File: src/rtl/excEntryPkg.sv
`timescale 1ns/1ps
package excEntryPkg;
  parameter int DATA_W    = 32;
  parameter int MODE_W    = 5;
  parameter int NUM_BANKS = 4;
  parameter int IDIS_BIT  = 7;
  localparam int BANK_W   = $clog2(NUM_BANKS);

  localparam logic [MODE_W-1:0] MODE_USER = 5'h10;
  localparam logic [MODE_W-1:0] MODE_SYS  = 5'h1F;
  localparam logic [MODE_W-1:0] MODE_PRIV = 5'h13;
  localparam logic [MODE_W-1:0] MODE_TRAP = 5'h17;
  localparam logic [MODE_W-1:0] MODE_INTR = 5'h12;

  localparam logic [DATA_W-1:0] OFF_PCALL  = 32'h08;
  localparam logic [DATA_W-1:0] OFF_IFAULT = 32'h0C;
  localparam logic [DATA_W-1:0] OFF_DFAULT = 32'h10;
  localparam logic [DATA_W-1:0] OFF_IRQ    = 32'h18;

  typedef enum logic [2:0] {
    KIND_PCALL  = 3'd0,
    KIND_IFAULT = 3'd1,
    KIND_DFAULT = 3'd2,
    KIND_IRQ    = 3'd3
  } excKind_e;

  typedef struct packed {
    logic              doExc;
    logic              doModeSet;
    logic              doWr;
    logic              doSwap;
    logic [MODE_W-1:0] newMode;
    logic [BANK_W-1:0] oldIdx;
    logic [BANK_W-1:0] newIdx;
    logic [DATA_W-1:0] vector;
  } strobe_t;

  function automatic logic modeKnown(input logic [MODE_W-1:0] m);
    return (m == MODE_USER) || (m == MODE_SYS) || (m == MODE_PRIV) ||
           (m == MODE_TRAP) || (m == MODE_INTR);
  endfunction

  function automatic logic [BANK_W-1:0] modeBank(input logic [MODE_W-1:0] m);
    case (m)
      MODE_PRIV: return BANK_W'(1);
      MODE_TRAP: return BANK_W'(2);
      MODE_INTR: return BANK_W'(3);
      default:   return BANK_W'(0);
    endcase
  endfunction
endpackage

File: src/rtl/excEntryCtrl.sv
`timescale 1ns/1ps
module excEntryCtrl
  import excEntryPkg::*;
#(
  parameter logic [DATA_W-1:0] HIGH_BASE = 32'hFFFF_0000
) (
  input  logic              clk,
  input  logic              rstN,
  input  logic              excReq,
  input  logic [2:0]        excType,
  input  logic              vecHigh,
  input  logic              modeSet,
  input  logic [MODE_W-1:0] modeIn,
  input  logic              wrEn,
  input  logic [MODE_W-1:0] curMode,
  output strobe_t           strb,
  output logic              errFlag
);
  logic              excOk;
  logic [MODE_W-1:0] excMode;
  logic [DATA_W-1:0] excOff;
  logic              modeOk;
  logic              errNext;

  always_comb begin
    excOk   = 1'b1;
    excMode = MODE_PRIV;
    excOff  = OFF_PCALL;
    case (excType)
      KIND_PCALL:  begin excMode = MODE_PRIV; excOff = OFF_PCALL;  end
      KIND_IFAULT: begin excMode = MODE_TRAP; excOff = OFF_IFAULT; end
      KIND_DFAULT: begin excMode = MODE_TRAP; excOff = OFF_DFAULT; end
      KIND_IRQ:    begin excMode = MODE_INTR; excOff = OFF_IRQ;    end
      default:     excOk = 1'b0;
    endcase
  end

  assign modeOk = modeKnown(modeIn);

  always_comb begin
    strb           = '0;
    strb.doExc     = excReq & excOk;
    strb.doModeSet = ~excReq & modeSet & modeOk;
    strb.doWr      = ~excReq & ~modeSet & wrEn;
    strb.newMode   = excReq ? excMode : modeIn;
    strb.oldIdx    = modeBank(curMode);
    strb.newIdx    = modeBank(strb.newMode);
    strb.doSwap    = (strb.doExc | strb.doModeSet) && (strb.newMode != curMode);
    strb.vector    = (vecHigh ? HIGH_BASE : '0) | excOff;
  end

  assign errNext = (excReq & ~excOk) | (~excReq & modeSet & ~modeOk);

  always_ff @(posedge clk) begin
    if (!rstN)        errFlag <= 1'b0;
    else if (errNext) errFlag <= 1'b1;
  end

  assert_one_action_R11: assert property (@(posedge clk) disable iff (!rstN)
    $onehot0({strb.doExc, strb.doModeSet, strb.doWr}));

  assert_err_sticky_R10: assert property (@(posedge clk) disable iff (!rstN)
    errFlag |=> errFlag);
endmodule

File: src/rtl/excEntryDatapath.sv
`timescale 1ns/1ps
module excEntryDatapath
  import excEntryPkg::*;
#(
  parameter logic [MODE_W-1:0] RESET_MODE = 5'h13
) (
  input  logic              clk,
  input  logic              rstN,
  input  strobe_t           strb,
  input  logic [1:0]        wrSel,
  input  logic [DATA_W-1:0] wrData,
  output logic [DATA_W-1:0] statusWord,
  output logic [DATA_W-1:0] savedStatus,
  output logic [DATA_W-1:0] stackReg,
  output logic [DATA_W-1:0] linkReg,
  output logic [DATA_W-1:0] progCtr
);
  logic [DATA_W-1:0] bankSp  [NUM_BANKS];
  logic [DATA_W-1:0] bankLr  [NUM_BANKS];
  logic [DATA_W-1:0] bankSps [NUM_BANKS];
  logic [DATA_W-1:0] loadSp, loadLr, loadSps;
  logic              sameBank;

  // Store into the old bank happens before the load: a shared bank forwards live values.
  assign sameBank = (strb.oldIdx == strb.newIdx);
  assign loadSp   = sameBank ? stackReg    : bankSp[strb.newIdx];
  assign loadLr   = sameBank ? linkReg     : bankLr[strb.newIdx];
  assign loadSps  = sameBank ? savedStatus : bankSps[strb.newIdx];

  for (genvar g = 0; g < NUM_BANKS; g++) begin : gBank
    always_ff @(posedge clk) begin
      if (!rstN) begin
        bankSp[g]  <= '0;
        bankLr[g]  <= '0;
        bankSps[g] <= '0;
      end else if (strb.doSwap && strb.oldIdx == BANK_W'(g)) begin
        bankSp[g]  <= stackReg;
        bankLr[g]  <= linkReg;
        bankSps[g] <= savedStatus;
      end
    end
  end

  always_ff @(posedge clk) begin
    if (!rstN) begin
      statusWord  <= DATA_W'(RESET_MODE);
      savedStatus <= '0;
      stackReg    <= '0;
      linkReg     <= '0;
      progCtr     <= '0;
    end else if (strb.doExc) begin
      if (strb.doSwap) stackReg <= loadSp;
      savedStatus            <= statusWord;
      statusWord[MODE_W-1:0] <= strb.newMode;
      statusWord[IDIS_BIT]   <= 1'b1;
      linkReg                <= progCtr;
      progCtr                <= strb.vector;
    end else if (strb.doModeSet) begin
      if (strb.doSwap) begin
        stackReg    <= loadSp;
        linkReg     <= loadLr;
        savedStatus <= loadSps;
      end
      statusWord[MODE_W-1:0] <= strb.newMode;
    end else if (strb.doWr) begin
      case (wrSel)
        2'd0:    stackReg    <= wrData;
        2'd1:    linkReg     <= wrData;
        2'd2:    progCtr     <= wrData;
        default: savedStatus <= wrData;
      endcase
    end
  end

  assert_pc_vector_R4: assert property (@(posedge clk) disable iff (!rstN)
    strb.doExc |=> progCtr == $past(strb.vector));

  assert_link_pc_R4: assert property (@(posedge clk) disable iff (!rstN)
    strb.doExc |=> linkReg == $past(progCtr));

  assert_saved_status_R5: assert property (@(posedge clk) disable iff (!rstN)
    strb.doExc |=> savedStatus == $past(statusWord));

  assert_idis_set_R5: assert property (@(posedge clk) disable iff (!rstN)
    strb.doExc |=> statusWord[IDIS_BIT]);

  assert_mode_written_R2: assert property (@(posedge clk) disable iff (!rstN)
    (strb.doExc || strb.doModeSet) |=> statusWord[MODE_W-1:0] == $past(strb.newMode));

  assert_no_swap_R7: assert property (@(posedge clk) disable iff (!rstN)
    (strb.doExc && !strb.doSwap) |=> stackReg == $past(stackReg));
endmodule

File: src/rtl/excEntryUnit.sv
`timescale 1ns/1ps
module excEntryUnit
  import excEntryPkg::*;
#(
  parameter logic [DATA_W-1:0] HIGH_BASE  = 32'hFFFF_0000,
  parameter logic [MODE_W-1:0] RESET_MODE = 5'h13
) (
  input  logic              clk,
  input  logic              rstN,
  input  logic              excReq,
  input  logic [2:0]        excType,
  input  logic              vecHigh,
  input  logic              modeSet,
  input  logic [4:0]        modeIn,
  input  logic              wrEn,
  input  logic [1:0]        wrSel,
  input  logic [31:0]       wrData,
  output logic [31:0]       statusWord,
  output logic [31:0]       savedStatus,
  output logic [31:0]       stackReg,
  output logic [31:0]       linkReg,
  output logic [31:0]       progCtr,
  output logic              errFlag
);
  strobe_t strb;

  excEntryCtrl #(.HIGH_BASE(HIGH_BASE)) ctrl_i (
    .clk     (clk),
    .rstN    (rstN),
    .excReq  (excReq),
    .excType (excType),
    .vecHigh (vecHigh),
    .modeSet (modeSet),
    .modeIn  (modeIn),
    .wrEn    (wrEn),
    .curMode (statusWord[MODE_W-1:0]),
    .strb    (strb),
    .errFlag (errFlag)
  );

  excEntryDatapath #(.RESET_MODE(RESET_MODE)) dp_i (
    .clk         (clk),
    .rstN        (rstN),
    .strb        (strb),
    .wrSel       (wrSel),
    .wrData      (wrData),
    .statusWord  (statusWord),
    .savedStatus (savedStatus),
    .stackReg    (stackReg),
    .linkReg     (linkReg),
    .progCtr     (progCtr)
  );
endmodule

File: config.mk
export PLATFORM = sky130hd
export DESIGN_NAME = excEntryUnit
export DESIGN_NICKNAME = d
export VERILOG_FILES = /design/src/rtl/excEntryPkg.sv /design/src/rtl/excEntryCtrl.sv /design/src/rtl/excEntryDatapath.sv /design/src/rtl/excEntryUnit.sv
export SDC_FILE = /design/constraint.sdc
export NUM_CORES = 1
export LEC_CHECK = 0
export ABC_AREA = 1
export BUFFER_PORTS_ARGS = -buffer_cell sky130_fd_sc_hd__buf_2
export CAP_MARGIN = 15
export CORE_MARGIN = 2
export CORE_UTILIZATION = 40
export CTS_CLUSTER_DIAMETER = 30
export CTS_CLUSTER_SIZE = 40
export DETAILED_ROUTE_END_ITERATION = 10
export GPL_TIMING_DRIVEN = 0
export PLACE_DENSITY_LB_ADDON = 0.25
export REMOVE_ABC_BUFFERS = 1
export SLEW_MARGIN = 20
export SYNTH_ARGS = -nofsm -noshare
export SYNTH_HDL_FRONTEND = slang
export SYNTH_SLANG_ARGS = --single-unit
File: constraint.sdc
create_clock -name clk -period 9.24 [get_ports clk]
set_clock_uncertainty 0.2 [all_clocks]
set_input_delay 1.848 -clock clk [delete_from_list [all_inputs] [get_ports clk]]
set_output_delay 1.848 -clock clk [all_outputs]
set_load 0.01 [all_outputs]
# [Yosys cells after proc, flatten, opt, wreduce, memory -nomap -nowiden]
# Memory sizes are Yosys's and may differ from the RTL's.
# Cells that the tools add are included.
[word_totals] ff_bits=135 latchBits=0 ramBits=384 romBits=0 inputBits=48 out_inout_bits=161 wordCells=142 n_memories=3
[memory_table] memory="dp_i.bankLr" words=4 word_bits=32 rd=1 rd_clocked_by_memory_dff=0 wr=4 line="excEntryDatapath.sv:19" text="logic [DATA_W-1:0] bankLr [NUM_BANKS];"
[memory_table] memory="dp_i.bankSp" words=4 word_bits=32 rd=1 rd_clocked_by_memory_dff=0 wr=4 line="excEntryDatapath.sv:18" text="logic [DATA_W-1:0] bankSp [NUM_BANKS];"
[memory_table] memory="dp_i.bankSps" words=4 word_bits=32 rd=1 rd_clocked_by_memory_dff=0 wr=4 line="excEntryDatapath.sv:20" text="logic [DATA_W-1:0] bankSps [NUM_BANKS];"
[op_classes] n_addsub=0 mul=0 div_mod_pow=0 order_cmp=0 eq_ne=25 shifts=0 muxes=56 bitwise_logic=26 reduce_logical=25
[op_table] op="two-way mux 32 bit" n=35
[op_table] op="equality test 5 bit, second input constant" n=11
[op_table] op="OR 32 x 5 -> 32 bit" n=1
[op_table] op="two-way mux 5 bit" n=3
[op_table] op="one-hot mux 5 bit (3 select lines)" n=1
[op_table] op="two-way mux 1 bit" n=14
[op_table] op="OR 1 bit" n=14
[op_table] op="one-hot mux 2 bit (3 select lines)" n=2
[op_table] op="nonzero test 3 bit" n=3
[op_table] op="AND reduction 4 bit" n=2
[op_table] op="AND 1 bit" n=7
[op_table] op="equality test 2 bit, second input constant" n=3
[op_table] op="equality test 3 x 2 -> 1 bit, second input constant" n=2
[op_table] op="!= test 3 x 1 -> 1 bit, second input constant" n=2
[op_table] op="one-hot mux 3 bit (2 select lines)" n=1
[op_table] op="nonzero test 2 bit" n=3
[op_table] op="logical AND 1 bit" n=5
[op_table] op="!= test 5 bit" n=1
[op_table] op="equality test 2 x 1 -> 1 bit, second input constant" n=2
[op_table] op="logical NOT 2 bit" n=2
[op_table] op="logical OR 1 bit" n=4
[op_table] op="inverter 1 bit" n=4
[op_table] op="OR reduction 4 bit" n=1
[op_table] op="equality test 3 x 1 -> 1 bit, second input constant" n=1
[op_table] op="8 further kinds" n=8

# [Longest topological paths before layout]
[logic_depth] depth_word=13 depth_mapped=17

# [Hierarchy]
# Synthesis repeated with hierarchy kept, for this count alone.
[unflattened] cells_unflattened=2760 area_unflattened_um2=24006.8
[modules_own_cells] mod="excEntryDatapath" n_inst=1 cells_per_inst=2663 area_each_um2=23453.7 seq_area_each_um2=14213.6
[modules_own_cells] mod="excEntryCtrl" n_inst=1 cells_per_inst=97 area_each_um2=553.0 seq_area_each_um2=20.0

# [Worst setup path after synthesis]
# OpenSTA, ideal clock, no wires.
[synth_path] path_type="input to register" from="in excReq" to="mem dp_i.bankLr[1][0], enable pin" setup_time_ns=0.458 arrival_time_ns=5.272 required_time_ns=8.582 setup_slack_ns=3.311 path_stages=9 n_path_buf=2 cell_sequence="buf_4 > inv_2 > nand2_1 > nor4_4 > nor2_2 > a21oi_4 > clkbuf_1 > nand2_1 > nand2_1"
[synth_lines] element="from (decl)" line="excEntryUnit.sv:10" text="input logic excReq,"
[synth_lines] element="to (decl)" line="excEntryDatapath.sv:19"

# [Final worst setup path]
[layout_path] from="in excType[2]" to="reg dp_i.savedStatus[19]"
[layout_via] elab_chain_len=11 elab_cells_between_ends=28 cone_classes="11 x eq/ne; 8 x mux; 2 x bitwise; 6 x reduce/logical; 1 x memory"
[layout_lines] element="from (decl)" line="excEntryUnit.sv:11" text="input logic [2:0] excType,"
[layout_lines] element="equality test 3 x 1 -> 1 bit / equality test 3 x 2 -> 1 bit (equally long branches)" line="excEntryCtrl.sv:29" text="case (excType)"
[layout_lines] element="OR reduction 2 bit (no line)"
[layout_lines] element="one-hot mux 3 bit (2 select lines)" line="excEntryCtrl.sv:29"
[layout_lines] element="two-way mux 5 bit" line="excEntryCtrl.sv:45" text="strb.newMode = excReq ? excMode : modeIn;"
[layout_lines] element="equality test 5 bit" line="excEntryPkg.sv:44" text="case (m)"
[layout_lines] element="one-hot mux 2 bit (3 select lines)" line="excEntryPkg.sv:44"
[layout_lines] element="memory read (4 x 32 bit)"
[layout_lines] element="two-way mux 32 bit" line="excEntryDatapath.sv:28" text="assign loadSps = sameBank ? savedStatus : bankSps[strb.newIdx];"
[layout_lines] element="two-way mux 32 bit" line="excEntryDatapath.sv:59" text="if (strb.doSwap) begin"
[layout_lines] element="two-way mux 32 bit" line="excEntryDatapath.sv:58" text="end else if (strb.doModeSet) begin"
[layout_lines] element="two-way mux 32 bit" line="excEntryDatapath.sv:51" text="end else if (strb.doExc) begin"
[layout_lines] element="to (signal assigned)" line="excEntryDatapath.sv:53" text="savedStatus <= statusWord;"
[layout_lines] element="to (signal assigned)" line="excEntryDatapath.sv:62" text="savedStatus <= loadSps;"
[layout_lines] element="to (signal assigned)" line="excEntryDatapath.sv:70" text="default: savedStatus <= wrData;"
[layout_lines] element="to (decl)" line="excEntryDatapath.sv:13" text="output logic [DATA_W-1:0] savedStatus,"
# Several ways; a longest one is shown, not always the timed one. The select of a mux whose other input is x is not followed.
# A chain may end at the register's enable or synchronous reset.

==> flow_summary_export.csv <==
group,metric,value,unit
clocking,cts_tree,"done",
final_layout,drive_above_1_share,0.150,
clocking,numCtsBuffers,110,
final_layout,multi_input_area,8620,µm²
setup_path,worstSetupPathType,"input port to flip-flop",
sta,tightest_slew,1.19,ns
logic_synthesis,avgSynthCellArea,8.37,µm²
clocking,cts_root_buffer,"clkbuf_16",
power_and_ir_drop,ir_worst_vdd,0.000166,V
logic_synthesis,synth_edf_count,384,
floorplan,ios,209,
logic_synthesis,synthArstFlopShare,0,
routing,route.detailed.wl_per_inst,20.7,µm
setup_path,cp_data_arrival_time,5.99,ns
sta,finalCritPeriodShare,0.610,
final_layout,antenna-diode-count,0,
job,cap_violations,0,
clocking,cts_num_sinks,519,
floorplan,die_width,252,µm
clocking,cts.clk_slew.worst_paths,0.05,ns
routing,routed_via_density,5.37,
clocking,clockBufferDepth,3,
floorplan,die_height,252,µm
global_route,grt_max_degree,69,
sta,rsz0062_at_grt,"no",
clocking,htreeDepth,3,
sta,timing.fmax,177,MHz
power_and_ir_drop,p_per_area,250,nW/µm²
sta,setup_viol,0,
sta,final_max_slew_viol_count,0,
routing,drt_pass1_iterations,5,
logic_synthesis,ys.warnings.count,0,
routing,via_count,21300,
logic_synthesis,seq_area_frac_synth,0.580,
sta,timing.hold.ws,0.280,ns
clocking,post_cts_buffers,0,
final_layout,layout.area.seq,14200,µm²
logic_synthesis,synth_cell_types,31,
final_layout,area_growth_syn_to_layout,26.6,%
global_route,grt-ovfl-total,0,
clocking,cts_hold_buf,0,
worst_hold_path,hold_start,"dp_i.savedStatus[9]",
logic_synthesis,ys.flop_type,"edfxtp_1",
setup_path,r2r-end,"dp_i.bankLr[2][22]",
worst_hold_path,hold_depth,2,
global_route,grt.total_usage,0.255,
routing,ant_nets,0,
floorplan,core_area,60500,µm²
setup_path,critPathLaunchType,"input port",
clocking,ctsResizeCount,0,
worst_hold_path,min_to,"dp_i.savedStatus[9]",
global_route,grt_pass1_wl,123,mm
place,gp_congestion,0.756,
sta,relSlewSlack,0.203,
setup_path,required,9.60,ns
global_route,grt_pass1_vias,20800,
status,status,"finished clean",
floorplan,dieArea,63300,µm²
routing,routed_wl,82.1,mm
logic_synthesis,synth-seq-cells,519,
worst_hold_path,hold_path_class,"flip-flop to flip-flop",
setup_path,timing.rr.start,"dp_i.statusWord[0]",
setup_path,r2r_slack,5.83,ns
power_and_ir_drop,leakage,13.2,nW
routing,drt_iter0_markers,2054,
sta,fin_crit,5.63,ns
global_route,grt_antenna_before_repair,4,
clocking,clk-insertion-delay-late,0.66,ns
logic_synthesis,synth_cells,2929,
sta,hold_violations,0,
setup_path,worst-path-max-fanout,34,
floorplan,start_util,0.406,
floorplan,std_cell_rows,90,
final_layout,post-route-util,0.513,
routing,drcViolationCount,0,
place,place_hpwl,48.4,mm
setup_path,critPathCaptureType,"flip-flop",
logic_synthesis,synth.cell_area,24500,µm²
place,port_buffers,182,
final_layout,layout.nets,3140,
setup_path,reg2regPathDepth,13,
final_layout,fill_cells,5357,
-- how the worst max path moves through the flow --
stage / slack [ns] / start / depth (start not counted) / endpoint
after floorplan: -6.41 / modeIn[3] / 10 / dp_i.stackReg[0]
after global placement: -22.01 / excReq / 10 / dp_i.stackReg[3]
after detailed placement: 3.04 / excReq / 14 / dp_i.savedStatus[19]
after CTS: 3.70 / excReq / 14 / dp_i.savedStatus[1]
after global routing: 3.45 / excReq / 14 / dp_i.savedStatus[11]
final: 3.61 / excType[2] / 15 / dp_i.savedStatus[19]
-- final cells by class --
type	count	area share
Clock buffer	144	0.0997
Clock inverter	65	0.0293
Inverter	245	0.0299
Multi-Input combinational cell	1964	0.278
Sequential cell	519	0.458
Tap cell	782	0.0315
Timing Repair Buffer	252	0.0735
-- worst max-delay path, stage by stage --
cell and delay (ns):
buf_2 0.10, inv_1 0.17, nand2_4 0.19, inv_4 0.46, nand3_1 0.26, nand3_1 0.23, nand3_4 0.48, buf_12 0.40
nand2_1 0.09, nand2_1 0.07, nand3_1 0.21, nand2_1 0.15, nor2_4 0.91, nand2_1 0.19, a21oi_1 0.18
-- flip-flops by register name, summed over array words and instances (netlist names) --
signal            count
dp_i.progCtr         32
dp_i.bankSps        128
dp_i.savedStatus     32
dp_i.linkReg         32
dp_i.bankLr         128
ctrl_i.errFlag        1
dp_i.stackReg        32
dp_i.statusWord       6
dp_i.bankSp         128
-- layer usage --
layer,track usage,vias up,share of wire
li1,-,9868,-
met1,0.325,10300,0.40
met2,0.419,995,0.48
met3,0.0571,176,0.090
met4,0.106,8,0.032
met5,0,-,0.00069
-- power breakdown --
part	switching [mW]	total, mW	leakage (nW)	internal, mW
clock	1.32	4.20	1.91	2.88
combinational	0.604	0.862	6.16	0.258
sequential	0.0554	2.70	5.11	2.65
-- cell usage in the layout, fill, tap and decap left out, types with 27 or more instances in the layout --
cell type and count:
edfxtp_1 384, dfxtp_1 135, nand3_1 402, a21oi_1 125, buf_2 181, nand2_1 761, o21ai_0 57, nand3b_1 27
inv_1 238, clkbuf_16 115, nor2_1 491
-- metrics by stage --
stage	setup WS [ns]	std cells	TNS [ns]	instance area (µm²)	total power, mW
global placement	-22.01	3692	-6267.81	25500	3.55
CTS	3.70	3971	0	31000	7.78
global route	3.45	3971	0	31000	7.99
detailed placement	3.04	3762	0	27000	3.59
finish	3.61	3971	0	31000	7.77
floorplan	-6.41	2728	-579.66	23600	3.21
-- kinds of logic (layout without fill, tap and decap cells) --
| group | after synthesis | in the layout | synth area share |
|---|---|---|---|
| AO/OA/AOI/OAI | 227 | 227 | 0.0502 |
| XOR/XNOR | 3 | 3 | 0.00107 |
| buffers and inverters | 471 | 706 | 0.0788 |
| flip-flops | 519 | 519 | 0.580 |
| other | 1 | 26 | 0.000153 |
| AND/OR/NAND/NOR | 1708 | 1708 | 0.289 |
-- synth_stat cells (all sizes together), types with 3 or more instances --
| library cell | count | share of area |
|---|---|---|
| inv | 245 | 0.037 |
| a31oi | 18 | 0.0046 |
| o21ai | 57 | 0.012 |
| buf | 84 | 0.020 |
| nor2 | 496 | 0.077 |
| xor2 | 3 | 0.0011 |
| nand2 | 771 | 0.12 |
| dfxtp | 135 | 0.11 |
| a21oi | 127 | 0.026 |
| nand3b | 28 | 0.0087 |
| nor3 | 3 | 0.0010 |
| edfxtp | 384 | 0.47 |
| clkbuf | 142 | 0.022 |
| o211ai | 22 | 0.0067 |
| nand3 | 407 | 0.084 |
Note: power is estimated with default switching activity, not from simulation.
